==> src/rtl/sdram_gate_pkg.sv <==
package sdram_gate_pkg;

  localparam int CMD_W = 3;

  typedef enum logic [CMD_W-1:0] {
    CMD_NOP = 3'd0,
    CMD_ACT = 3'd1,
    CMD_RD  = 3'd2,
    CMD_WR  = 3'd3,
    CMD_PRE = 3'd4,
    CMD_REF = 3'd5
  } gate_cmd_e;

  // Timer slots
  localparam int N_TIMERS    = 5;
  localparam int T_ACT2RW    = 0;
  localparam int T_RW2PRE    = 1;
  localparam int T_PRE2ANY   = 2;
  localparam int T_REF2REF   = 3;
  localparam int T_REF2ANY   = 4;

  typedef logic [N_TIMERS-1:0] timer_mask_t;

  // Which timers must be idle before a command may transfer
  function automatic timer_mask_t gating_mask(input logic [CMD_W-1:0] c);
    timer_mask_t m;
    m = '0;
    case (c)
      CMD_ACT: begin
        m[T_PRE2ANY] = 1'b1;
        m[T_REF2ANY] = 1'b1;
      end
      CMD_RD, CMD_WR: begin
        m[T_ACT2RW]  = 1'b1;
        m[T_PRE2ANY] = 1'b1;
        m[T_REF2ANY] = 1'b1;
      end
      CMD_PRE: begin
        m[T_RW2PRE]  = 1'b1;
        m[T_PRE2ANY] = 1'b1;
        m[T_REF2ANY] = 1'b1;
      end
      CMD_REF: begin
        m[T_PRE2ANY] = 1'b1;
        m[T_REF2REF] = 1'b1;
      end
      default: m = '0;
    endcase
    return m;
  endfunction

  function automatic logic cmd_legal(input logic [CMD_W-1:0] c);
    return (c == CMD_ACT) || (c == CMD_RD) || (c == CMD_WR) ||
           (c == CMD_PRE) || (c == CMD_REF);
  endfunction

endpackage

==> src/rtl/sgate_cfg_reg.sv <==
module sgate_cfg_reg #(
  parameter int CFG_W = 16,
  parameter int CNT_W = 4,
  parameter int LIVE_BITS = 11
) (
  input  logic             clk,
  input  logic             rst_n,
  input  logic             we,
  input  logic [CFG_W-1:0] wdata,
  output logic [CFG_W-1:0] rdata,
  output logic [3:0]       col_bits,
  output logic [1:0]       cas_lat,
  output logic [CNT_W-1:0] d_act2rw,
  output logic [CNT_W-1:0] d_rw2pre,
  output logic [CNT_W-1:0] d_pre2any,
  output logic [CNT_W-1:0] d_ref2ref
);

  localparam logic [CFG_W-1:0] WR_MASK = CFG_W'((1 << LIVE_BITS) - 1);

  logic [CFG_W-1:0] word_q;

  always_ff @(posedge clk) begin
    if (!rst_n)  word_q <= '0;
    else if (we) word_q <= wdata & WR_MASK;
  end

  assign rdata = word_q;

  // Column width; reserved code falls to the widest
  always_comb begin
    case (word_q[1:0])
      2'b00:   col_bits = 4'd8;
      2'b01:   col_bits = 4'd9;
      default: col_bits = 4'd10;
    endcase
  end

  assign cas_lat = word_q[2] ? 2'd3 : 2'd2;

  // Activate to read/write; reserved 01 joins 00 at the longest
  always_comb begin
    case (word_q[4:3])
      2'b10:   d_act2rw = CNT_W'(2);
      2'b11:   d_act2rw = CNT_W'(3);
      default: d_act2rw = CNT_W'(4);
    endcase
  end

  function automatic logic [CNT_W-1:0] short_code(input logic [1:0] c);
    return (c == 2'b00) ? CNT_W'(4) : CNT_W'(c);
  endfunction

  assign d_rw2pre  = short_code(word_q[6:5]);
  assign d_pre2any = short_code(word_q[8:7]);

  // Refresh to refresh; reserved 01 joins 00 at the longest
  always_comb begin
    case (word_q[10:9])
      2'b10:   d_ref2ref = CNT_W'(3);
      2'b11:   d_ref2ref = CNT_W'(7);
      default: d_ref2ref = CNT_W'(15);
    endcase
  end

endmodule

==> src/rtl/sgate_gap_cnt.sv <==
module sgate_gap_cnt #(
  parameter int CNT_W = 4
) (
  input  logic             clk,
  input  logic             rst_n,
  input  logic             load,
  input  logic [CNT_W-1:0] load_val,
  output logic             idle
);

  logic [CNT_W-1:0] cnt_q;

  always_ff @(posedge clk) begin
    if (!rst_n)             cnt_q <= '0;
    else if (load)          cnt_q <= load_val;
    else if (cnt_q != '0)   cnt_q <= cnt_q - 1'b1;
  end

  assign idle = (cnt_q == '0);

endmodule

==> src/rtl/sgate_cas_pipe.sv <==
module sgate_cas_pipe #(
  parameter int MAX_CL = 3
) (
  input  logic       clk,
  input  logic       rst_n,
  input  logic       fire,
  input  logic [1:0] cas_lat,
  output logic       strobe
);

  localparam int SEL_W = (MAX_CL > 1) ? $clog2(MAX_CL) : 1;

  logic [MAX_CL-1:0] sr_q;
  logic [SEL_W-1:0]  sel;

  always_ff @(posedge clk) begin
    if (!rst_n) sr_q <= '0;
    else        sr_q <= {sr_q[MAX_CL-2:0], fire};
  end

  assign sel    = SEL_W'(cas_lat - 2'd1);
  assign strobe = sr_q[sel];

endmodule

==> src/rtl/sdram_cmd_gate.sv <==
module sdram_cmd_gate
  import sdram_gate_pkg::*;
#(
  parameter int CFG_W    = 16,
  parameter int REF_LOCK = 15,
  parameter int MAX_CL   = 3
) (
  input  logic             clk,
  input  logic             rst_n,
  input  logic             cfg_we,
  input  logic [CFG_W-1:0] cfg_wdata,
  output logic [CFG_W-1:0] cfg_rdata,
  input  logic             req_valid,
  input  logic [2:0]       req_cmd,
  output logic             req_ready,
  output logic             cmd_valid,
  output logic [2:0]       cmd_code,
  output logic             rd_valid,
  output logic [3:0]       col_bits
);

  localparam int CNT_W = $clog2(REF_LOCK + 1);

  logic [1:0]       cas_lat;
  logic [CNT_W-1:0] d_act2rw, d_rw2pre, d_pre2any, d_ref2ref;
  logic             grant;
  logic [N_TIMERS-1:0] t_idle;
  logic [N_TIMERS-1:0] t_load;
  logic [CNT_W-1:0]    t_val [N_TIMERS];
  timer_mask_t         need;

  sgate_cfg_reg #(.CFG_W(CFG_W), .CNT_W(CNT_W)) u_cfg (
    .clk       (clk),
    .rst_n     (rst_n),
    .we        (cfg_we),
    .wdata     (cfg_wdata),
    .rdata     (cfg_rdata),
    .col_bits  (col_bits),
    .cas_lat   (cas_lat),
    .d_act2rw  (d_act2rw),
    .d_rw2pre  (d_rw2pre),
    .d_pre2any (d_pre2any),
    .d_ref2ref (d_ref2ref)
  );

  // Handshake: ready depends on the offered code and the timers only
  assign need      = gating_mask(req_cmd);
  assign req_ready = cmd_legal(req_cmd) && ((need & ~t_idle) == '0);
  assign grant     = req_valid && req_ready;
  assign cmd_valid = grant;
  assign cmd_code  = req_cmd;

  // Timer loads; a spacing of N loads N-1 so the Nth cycle is free
  always_comb begin
    t_load[T_ACT2RW]  = grant && (req_cmd == CMD_ACT);
    t_load[T_RW2PRE]  = grant && ((req_cmd == CMD_RD) || (req_cmd == CMD_WR));
    t_load[T_PRE2ANY] = grant && (req_cmd == CMD_PRE);
    t_load[T_REF2REF] = grant && (req_cmd == CMD_REF);
    t_load[T_REF2ANY] = grant && (req_cmd == CMD_REF);
    t_val[T_ACT2RW]   = d_act2rw  - 1'b1;
    t_val[T_RW2PRE]   = d_rw2pre  - 1'b1;
    t_val[T_PRE2ANY]  = d_pre2any - 1'b1;
    t_val[T_REF2REF]  = d_ref2ref - 1'b1;
    t_val[T_REF2ANY]  = CNT_W'(REF_LOCK - 1);
  end

  for (genvar i = 0; i < N_TIMERS; i++) begin : g_timer
    sgate_gap_cnt #(.CNT_W(CNT_W)) u_gap (
      .clk      (clk),
      .rst_n    (rst_n),
      .load     (t_load[i]),
      .load_val (t_val[i]),
      .idle     (t_idle[i])
    );
  end

  sgate_cas_pipe #(.MAX_CL(MAX_CL)) u_cas (
    .clk     (clk),
    .rst_n   (rst_n),
    .fire    (grant && (req_cmd == CMD_RD)),
    .cas_lat (cas_lat),
    .strobe  (rd_valid)
  );

endmodule

==> config.mk <==
export PLATFORM = sky130hd
export DESIGN_NAME = sdram_cmd_gate
export DESIGN_NICKNAME = d
export VERILOG_FILES = /design/src/rtl/sdram_gate_pkg.sv /design/src/rtl/sgate_cfg_reg.sv /design/src/rtl/sgate_gap_cnt.sv /design/src/rtl/sgate_cas_pipe.sv /design/src/rtl/sdram_cmd_gate.sv
export SDC_FILE = /design/constraint.sdc
export NUM_CORES = 1
export LEC_CHECK = 0
export BUFFER_PORTS_ARGS = -buffer_cell sky130_fd_sc_hd__buf_2
export CAP_MARGIN = 20
export CELL_PAD_IN_SITES_DETAIL_PLACEMENT = 1
export CELL_PAD_IN_SITES_GLOBAL_PLACEMENT = 1
export CORE_ASPECT_RATIO = 0.75
export CORE_MARGIN = 5
export CORE_UTILIZATION = 38
export DETAILED_ROUTE_END_ITERATION = 8
export GPL_TIMING_DRIVEN = 0
export HOLD_SLACK_MARGIN = 0.15
export PLACE_DENSITY = 0.76
export SLEW_MARGIN = 25
export SYNTH_ARGS = -nofsm -noshare
export SYNTH_HDL_FRONTEND = slang
export SYNTH_SLANG_ARGS = --single-unit
==> constraint.sdc <==
create_clock -name clk -period 2.51 [get_ports clk]
set_input_delay 0.1255 -clock clk [delete_from_list [all_inputs] [get_ports clk]]
set_output_delay 0.1255 -clock clk [all_outputs]
set_load 0.05 [all_outputs]
== Yosys cells after proc, flatten, opt, wreduce, memory -nomap -nowiden ==
Cells that the tools add are included.
Storage, ports and cells
  register bits: 34
  input port bits: 23
  output and inout bits: 26
  logic and storage cells: 90
Operators by class
  $add $sub $neg: 10
  order comparisons: 1
  eq/ne operators: 10
  muxes and demuxes: 23
  bitwise logic cells: 3
  reductions and logical operators: 35
Operators by type and width (count)
  4-bit 2-to-1 mux: 10
  4-bit by 1-bit subtractor with 4-bit output, second input constant: 9
  4-bit logical NOT: 5
  4-bit nonzero test: 5
  2-bit nonzero test: 5
  2-bit equality test, second input constant: 4
  4-bit one-hot mux with 2 select lines: 1
  1-bit logical AND: 7
  1-bit 2-to-1 mux: 7
  3-bit by 2-bit equality test with 1-bit output, second input constant: 2
  3-bit equality test, second input constant: 2
  2-bit logical NOT: 3
  3-bit 2-to-1 mux: 2
  3-bit one-hot mux with 2 select lines: 1
  5-bit AND: 1
  5-bit logical NOT: 1
  1-bit logical OR: 5
  5-bit NOT: 1
  5-bit OR reduction: 1
  2-bit one-hot mux with 2 select lines: 1
  2-bit OR reduction: 2
  4-bit OR reduction: 1
  3-bit by 1-bit equality test with 1-bit output, second input constant: 1
  2-bit by 3-bit < comparator with 1-bit output, second input constant: 1
  other kinds (4): 4

== Depth between registers and ports, before layout ==
Gate-level depths: netlist of run 1.
  word-level depth: 9
  mapped depth: 9
  gate-level depth less buffers: 9

== Cells and area by module ==
Synthesis of run 1 repeated with hierarchy kept, for this count alone.
Second synthesis, totals
  cells, all modules: 240
  area total of the unflattened synthesis: 2180.8 µm²
Modules (own cells, without submodules)
  sgate_gap_cnt: instances 5, cells each 23, area each 230.2 µm², seq. area each 80.1 µm²
  sgate_cfg_reg: instances 1, cells each 64, area each 583.1 µm², seq. area each 220.2 µm²
  sdram_cmd_gate: instances 1, cells each 52, area each 344.1 µm², seq. area each 0.0 µm²
  sgate_cas_pipe: instances 1, cells each 9, area each 102.6 µm², seq. area each 60.1 µm²

== Worst setup path after synthesis of run 1 ==
OpenSTA, ideal clock, no wires.
  kind: register to register
  start: reg g_timer[2].u_gap.cnt_q[0]
  end: reg g_timer[0].u_gap.cnt_q[2]
  setup time: 0.071 ns
  arrival time: 2.226 ns
  data required time: 2.439 ns
  path slack: 0.213 ns
  stages on the path, launching flop included: 9
  path buffers: 0
  period minus slack after synthesis: 2.297 ns
  path through: dfxtp_1 -> nor4_4 -> nand2_2 -> or4_4 -> mux2i_1 -> ha_1 -> xnor2_1 -> or3_1 -> a21oi_1
On the way
  cells in the longest elaborated chain, start to end: 8
  elaborated cells between the ends (all ways): 9
  those cells by class: mux: 1; bitwise: 2; reduce/logical: 6
RTL lines
  from (decl): line sgate_gap_cnt.sv:11  | logic [CNT_W-1:0] cnt_q;
  from (signal assigned): line sgate_gap_cnt.sv:15  | else if (load) cnt_q <= load_val;
  from (signal assigned): line sgate_gap_cnt.sv:16  | else if (cnt_q != '0) cnt_q <= cnt_q - 1'b1;
  4-bit logical NOT *: line sgate_gap_cnt.sv:19  | assign idle = (cnt_q == '0);
  5-bit NOT *: line sdram_cmd_gate.sv:48  | assign req_ready = cmd_legal(req_cmd) && ((need & ~t_idle) == '0);
  5-bit AND *: line sdram_cmd_gate.sv:48
  5-bit logical NOT *: line sdram_cmd_gate.sv:48
  1-bit logical AND *: line sdram_cmd_gate.sv:48
  1-bit logical AND *: line sdram_cmd_gate.sv:49  | assign grant = req_valid && req_ready;
  1-bit logical AND *: line sdram_cmd_gate.sv:55  | t_load[T_ACT2RW] = grant && (req_cmd == CMD_ACT);
  4-bit 2-to-1 mux / 2-bit nonzero test (equally long branches)
  to (signal assigned): line sgate_gap_cnt.sv:15
  to (signal assigned): line sgate_gap_cnt.sv:16
  to (decl): line sgate_gap_cnt.sv:11
Mark *: on every way between the ends. The rest lies on a longest branch, timed or not.
A chain may end at the register's enable or synchronous reset.

== Worst setup path in the final report of run 1 ==
  start: reg g_timer[4].u_gap.cnt_q[3]
  end: reg g_timer[0].u_gap.cnt_q[2]
On the way
  cells in the longest elaborated chain, start to end: 8
  elaborated cells between the ends (all ways): 9
  those cells by class: mux: 1; bitwise: 2; reduce/logical: 6
RTL lines (line)
  from (decl): sgate_gap_cnt.sv:11
  from (signal assigned): sgate_gap_cnt.sv:15
  from (signal assigned): sgate_gap_cnt.sv:16
  4-bit logical NOT *: sgate_gap_cnt.sv:19
  5-bit NOT *: sdram_cmd_gate.sv:48
  5-bit AND *: sdram_cmd_gate.sv:48
  5-bit logical NOT *: sdram_cmd_gate.sv:48
  1-bit logical AND *: sdram_cmd_gate.sv:48
  1-bit logical AND *: sdram_cmd_gate.sv:49
  1-bit logical AND *: sdram_cmd_gate.sv:55
  4-bit 2-to-1 mux / 2-bit nonzero test (equally long branches)
Marked as above.

==> results.sh, run 1 <==
export IMPL_drc=0
export IMPL_timing_rr_end="g_timer[0].u_gap.cnt_q[2]"
export IMPL_max_cap_violations=0
export IMPL_crit_start="g_timer[4].u_gap.cnt_q[3]"
export IMPL_dp_hpwl_mm=3.12
export IMPL_htree_levels=2
export IMPL_hold_ws_ns=0.244
export IMPL_synth_enable_flop_cells=0
export IMPL_hold_violations=0
export IMPL_r2r_start="g_timer[4].u_gap.cnt_q[3]"
export IMPL_endpoint="g_timer[0].u_gap.cnt_q[2]"
export IMPL_ios=49
export IMPL_swShare_pct=39.0
export IMPL_root_buffer="clkbuf_8"
export IMPL_ys_ff_latch=34
export IMPL_grt_first_pass_wirelength_mm=7.25
export IMPL_r2r_setup_slack_ns=0.1
export IMPL_synth_top_area_cell="dfxtp_1"
export IMPL_p_seq_share_pct=37.4
export IMPL_fin_skew_ns=0.00410
export IMPL_overflow=0
export IMPL_dominantRegCellSynth="dfxtp_1"
export IMPL_antenna_found_initial=0
export IMPL_final_cell_mix="buf_2 (37), dfxtp_1 (32), nor2_1 (26)"
export IMPL_synthTopCellsByArea="dfxtp_1 (40%), mux2i_1 (8.3%), nor2_1 (5.8%)"
export IMPL_cp_cell_sequence="nor4_4 > buf_4 > nand2b_4 > or4_4 > mux2i_1 > ha_2 > xnor2_1 > or3_1 > a21oi_1"
export IMPL_fill_cells=523
export IMPL_grt_start_max_net_pins=11
export IMPL_routabilityCongestion=0.691
export IMPL_slew_violations=0
export IMPL_p_leak_nw=1.02
export IMPL_clkLatencyLatePin_ns=0.28
export IMPL_p_comb_share_pct=42.1
export IMPL_dpl_worst_slack_ns=0.0104
export IMPL_cp_num_buf_inv=1
export IMPL_synth_cell_type_count=48
export IMPL_relSlewSlack_pct=45.0
export IMPL_crit_type="reg -> reg"
export IMPL_avgViaCountPerCell=5.02
export IMPL_vias=1547
export IMPL_r2r_cells=9
export IMPL_dpl_cell_area_mm2=0.00196
export IMPL_drt_first_iter_violations=38
export IMPL_outcome="finished clean"
export IMPL_port_buffers=36
export IMPL_die_h_um=67.7
export IMPL_cts_tree="yes"
export IMPL_setup_viol=0
export IMPL_switching_power_mw=0.802
export IMPL_clk_pin_slew_ns=0.07
export IMPL_ir_worst_vdd_uv=348
export IMPL_numClockSinks=34
export IMPL_fin_ws_ns=0.0958
export IMPL_tns_ns=0
export IMPL_cp_slowest_cell="or4_4"
export IMPL_synth_cells=182
export IMPL_synth_top_area_share_pct=40.3
export IMPL_dieArea_mm2=0.00589
export IMPL_drive_above_1_share_pct=30.7
export IMPL_avgSynthCellArea_um2=9.28
export IMPL_path_depth=9
export IMPL_grt_pass1_vias=1562
export IMPL_crit_fanout=5
export IMPL_placementRows=21
export IMPL_crit_family="simple AND/OR/NAND/NOR gates"
export IMPL_diodes=0
export IMPL_yosys_warnings=0
export IMPL_initial_core_util_pct=38.5
export IMPL_min_period_over_period_pct=96.2
export IMPL_crit_path_start_kind="flop"
export IMPL_cts_buffers=5
export IMPL_ys_seq_area_share_pct=40.3
export IMPL_drt_pass1_iter_count=4
export IMPL_worstPathArrival_ns=2.63
export IMPL_clk_path_buf_depth=2
export IMPL_layout_commonest_cell="buf_2"
export IMPL_setup_worst_path_end_class="flop"
export IMPL_area_growth_pct=33.5
export IMPL_p_per_area_mw_per_mm2=911
export IMPL_finalCriticalPeriod_ns=2.41
export IMPL_design_area_mm2=0.00225
export IMPL_post_route_util_pct=51.4
export IMPL_cp_required_ns=2.72
export IMPL_rsz0062_at_grt="yes"
export IMPL_wire_per_inst_um=14.5
export IMPL_ant_nets=0
export IMPL_routed_wl_mm=4.47
export IMPL_core_area_mm2=0.00439
export IMPL_tightest_slew_ns=0.826
export IMPL_die_x_um=87.0
export IMPL_hp_class="in -> reg"
export IMPL_async_flop_share_pct=0
export IMPL_max_stage_delay_ns=0.52
export IMPL_syn_area_mm2=0.00169
export IMPL_clock_power_share_pct=20.5
export IMPL_p_int_mw=1.25
export IMPL_fmax_mhz=414
export IMPL_fin_nets=277
export IMPL_grt_usage_pct=15.9
==> per-stage QoR <==
stage | std cells | power (mW)
2_1_floorplan | 187 | 1.38
3_3_place_gp | 280 | 1.53
3_5_place_dp | 280 | 1.56
4_1_cts | 302 | 2.01
5_1_grt | 308 | 2.20
6_report | 308 | 2.05
==> worst min-delay path by stage <==
stage	end	start	cells after the start	slack, ns
2_1_floorplan	u_cas.sr_q[0]	req_cmd[0]	1	0.20
3_3_place_gp	u_cfg.rdata[6]	cfg_wdata[6]	3	0.36
3_5_place_dp	u_cfg.rdata[4]	cfg_wdata[4]	3	0.37
4_1_cts	g_timer[0].u_gap.cnt_q[3]	req_cmd[1]	3	0.25
5_1_grt	g_timer[0].u_gap.cnt_q[3]	req_cmd[1]	3	0.28
6_report	g_timer[0].u_gap.cnt_q[3]	req_cmd[1]	3	0.24
==> logic make-up (layout without fill, tap and decap cells) <==
logic type	Yosys count	count (layout)	share of synthesized area (%)
other cells	2	7	0.445
xor+xnor	3	3	1.56
flops	34	34	40.3
simple gates	73	73	27.0
fa+ha+maj	4	4	2.96
compound gates	31	31	11.6
buf+inv	19	83	6.52
mux	16	16	9.63
==> worst register-to-register path, cell delays in order, from the launching register on <==
cell and delay, ns:
dfxtp_1 0.36, nor4_4 0.28, buf_4 0.19, nand2b_4 0.08
or4_4 0.52, mux2i_1 0.19, ha_2 0.23, xnor2_1 0.07
or3_1 0.30, a21oi_1 0.12
==> power groups by stage <==
stage	Clock, mW	Combinational (mW)	Sequential, mW
after floorplan	0	0.601	0.779
after detailed placement	0	0.789	0.770
after global routing	0.453	0.960	0.783
after CTS	0.430	0.815	0.762
final	0.421	0.865	0.767
after global placement	0	0.769	0.765
==> sequential cells by signal (all words and copies together), names as in the netlist <==
register and flops:
g_timer.u_gap.cnt_q 20, u_cfg.rdata 11, u_cas.sr_q 3
==> synth_stat cells, types with 3 or more instances <==
master    number
nor3_1         7
nor2b_1        3
nor4_1         4
nand2b_1       3
o21ai_0        6
buf_4         10
and2_1         3
nand2_1        6
ha_1           4
clkbuf_1       4
inv_1          3
dfxtp_1       34
nor2_1        26
mux2i_1       14
a211oi_1       3
nor4_4         3
a21oi_1       10
==> final cells by class <==
cell class	count	area [µm²]	area share, %
flip-flops and latches	34	683	30.3
multi-input cells	134	933	41.4
inverters	3	11.3	0.499
plain buffers	16	98.8	4.38
clock buffers	7	86.3	3.83
well taps	57	71.3	3.16
clock inverters	1	5.00	0.222
repair buffers	56	365	16.2
==> timing repair <==
action	4_1_cts	5_1_grt
endpoints found under the setup margin	1	2
setup buffers	0	6
pin swaps	2	5
hold buffers	14	0
resized for setup	1	4
hold endpoints to repair	14	0
==> routing by layer <==
layer	track usage, %	part of all wire, %	vias to the layer above
li1	-	-	772
met1	19.4	44	744
met2	27.7	50	24
met3	3.78	4.3	7
met4	5.06	1.1	0
met5	0	0	-
(Power assumes the default switching activity.)
==> inputs of run 2 (changes only) <==
- CORE_UTILIZATION: 38 -> 41
- PLACE_DENSITY: 0.76 -> 0.81
- clock period: 2.51 -> 2.95 ns (I/O delays scaled with it)
==> results.sh, run 2 (synthesis gave the netlist of run 1 again) <==
export IMPL_area_growth_pct=28.6
export IMPL_initial_core_util_pct=42.2
export IMPL_relSlewSlack_pct=44.6
export IMPL_multiInputGateArea_um2=917
export IMPL_die_h_um=65.6
export IMPL_clkLatencyLatePin_ns=0.29
export IMPL_r2r_setup_slack_ns=0.38
export IMPL_clk_path_buf_depth=2
export IMPL_grtUsageMet3_pct=5.14
export IMPL_instances_no_fill=298
export IMPL_setup_worst_path_end_class="flop"
export IMPL_overflow=0
export IMPL_hold_violations=0
export IMPL_max_cap_violations=0
export IMPL_port_buffers=36
export IMPL_drive_above_1_share_pct=28.4
export IMPL_root_buffer="clkbuf_8"
export IMPL_drt_first_iter_violations=54
export IMPL_fin_nets=269
export IMPL_ios=49
export IMPL_core_area_mm2=0.00400
export IMPL_hp_class="in -> reg"
export IMPL_cts_setup_buffers=0
export IMPL_fmax_mhz=390
export IMPL_grt_usage_pct=17.1
export IMPL_gr_usage_met2_pct=28.5
export IMPL_outcome="finished clean"
export IMPL_min_period_over_period_pct=87.0
export IMPL_drc=0
export IMPL_ir_worst_vdd_uv=414
export IMPL_routed_wl_mm=4.47
export IMPL_antenna_found_initial=0
export IMPL_cts_tree="yes"
export IMPL_grt_start_max_net_pins=12
export IMPL_clk_pin_slew_ns=0.07
export IMPL_gr_usage_met1_pct=21.4
export IMPL_final_cell_mix="buf_2 (37), dfxtp_1 (34), nor2_1 (26)"
export IMPL_diodes=0
export IMPL_tightest_slew_ns=0.831
export IMPL_layout_commonest_cell="buf_2"
export IMPL_ant_nets=0
export IMPL_p_leak_nw=0.975
export IMPL_htree_levels=2
export IMPL_placementRows=20
export IMPL_die_x_um=84.1
export IMPL_fill_cells=480
export IMPL_avgViaCountPerCell=5.14
export IMPL_numClockSinks=34
export IMPL_slew_violations=0
export IMPL_routabilityCongestion=0.762
export IMPL_grt_pass1_vias=1523
export IMPL_dp_hpwl_mm=3.02
export IMPL_hold_ws_ns=0.170
export IMPL_tns_ns=0
export IMPL_dieArea_mm2=0.00552
export IMPL_grt_first_pass_wirelength_mm=7.39
export IMPL_crit_path_start_kind="flop"
export IMPL_setup_viol=0
export IMPL_placed_cells=278
export IMPL_largest_register_ffs=20
export IMPL_p_per_area_mw_per_mm2=781
export IMPL_fin_skew_ns=0.00805
export IMPL_largest_register="g_timer.u_gap.cnt_q"
export IMPL_cts_buffers=5
export IMPL_seqCellArea_um2=681
export IMPL_cp_required_ns=3.17
export IMPL_wire_per_inst_um=15.0
export IMPL_busiest_layer="met2"
export IMPL_rsz0062_at_grt="no"
export IMPL_vias=1533
export IMPL_worstPathArrival_ns=2.79
export IMPL_drt_pass1_iter_count=4
export IMPL_crit_type="reg -> reg"
export IMPL_finalCriticalPeriod_ns=2.57
export IMPL_crit_fanout=7
## run 2: cell count changes in the layout (fill, tap and decap cells not counted), sizes merged
| cell | delta |
|---|---|
| buf | -6 |
| clkbuf | -1 |
| clkinvlp | +1 |
| dlygate4sd3 | -2 |
## run 2: final timing paths
| path | start | depth (start not counted) | to |
|---|---|---|---|
| setup reg to reg | g_timer[4].u_gap.cnt_q[0] | 9 | g_timer[0].u_gap.cnt_q[2] |
| hold / removal | req_cmd[0] | 2 | u_cas.sr_q[0] |
| hold reg to reg | u_cas.sr_q[0] | 1 | u_cas.sr_q[1] |
| setup / recovery | g_timer[4].u_gap.cnt_q[0] | 9 | g_timer[0].u_gap.cnt_q[2] |
## run 2: metal layers
| layer | wire, µm | share of wire [%] |
|---|---|---|
| met1 | 2100 | 47 |
| met2 | 2080 | 47 |
| met3 | 248 | 5.6 |
| met4 | 40 | 0.90 |
| met5 | 0 | 0 |
## run 2: final cells by class
type	instances	share of cell area, %
flip-flops and latches	34	31.3
clock buffers	6	3.80
clock inverters	2	0.576
multi-input cells	134	42.2
inverters	3	0.518
repair buffers	48	13.8
plain buffers	16	4.55
well taps	55	3.17
## run 2: power by group
part           total (mW)  internal [mW]  leakage [nW]  switching, mW
logic               0.688          0.296         0.649          0.392
clock network       0.359          0.187        0.0472          0.171
registers           0.649          0.544         0.278          0.104
total                1.70           1.03         0.975          0.668
## run 2: stage by stage
stage                     utilization, %  cell area [µm²]  setup slack, ns  power (mW)
after floorplan                        -             1710            0.653        1.17
after detailed placement            48.9             1960            0.463        1.32
final                               54.3             2170            0.383        1.70
after CTS                           54.3             2170            0.379        1.70
after global routing                54.3             2170            0.210        1.82
after global placement              48.9             1960            0.507        1.30
## run 2: repair_timing
action / 4_1_cts / 5_1_grt
endpoints found under the hold margin: 11 / 0
hold buffers: 12 / 0
resized for setup: 0 / 0
## run 2: critical path: stages, from the launching register on
cell,delay [ns]
dfxtp_1,0.40
nor4_4,0.46
nand2b_2,0.16
nor4_2,0.41
and3_1,0.23
a21oi_1,0.05
ha_1,0.24
xnor2_1,0.12
or3_1,0.31
a21oi_1,0.12
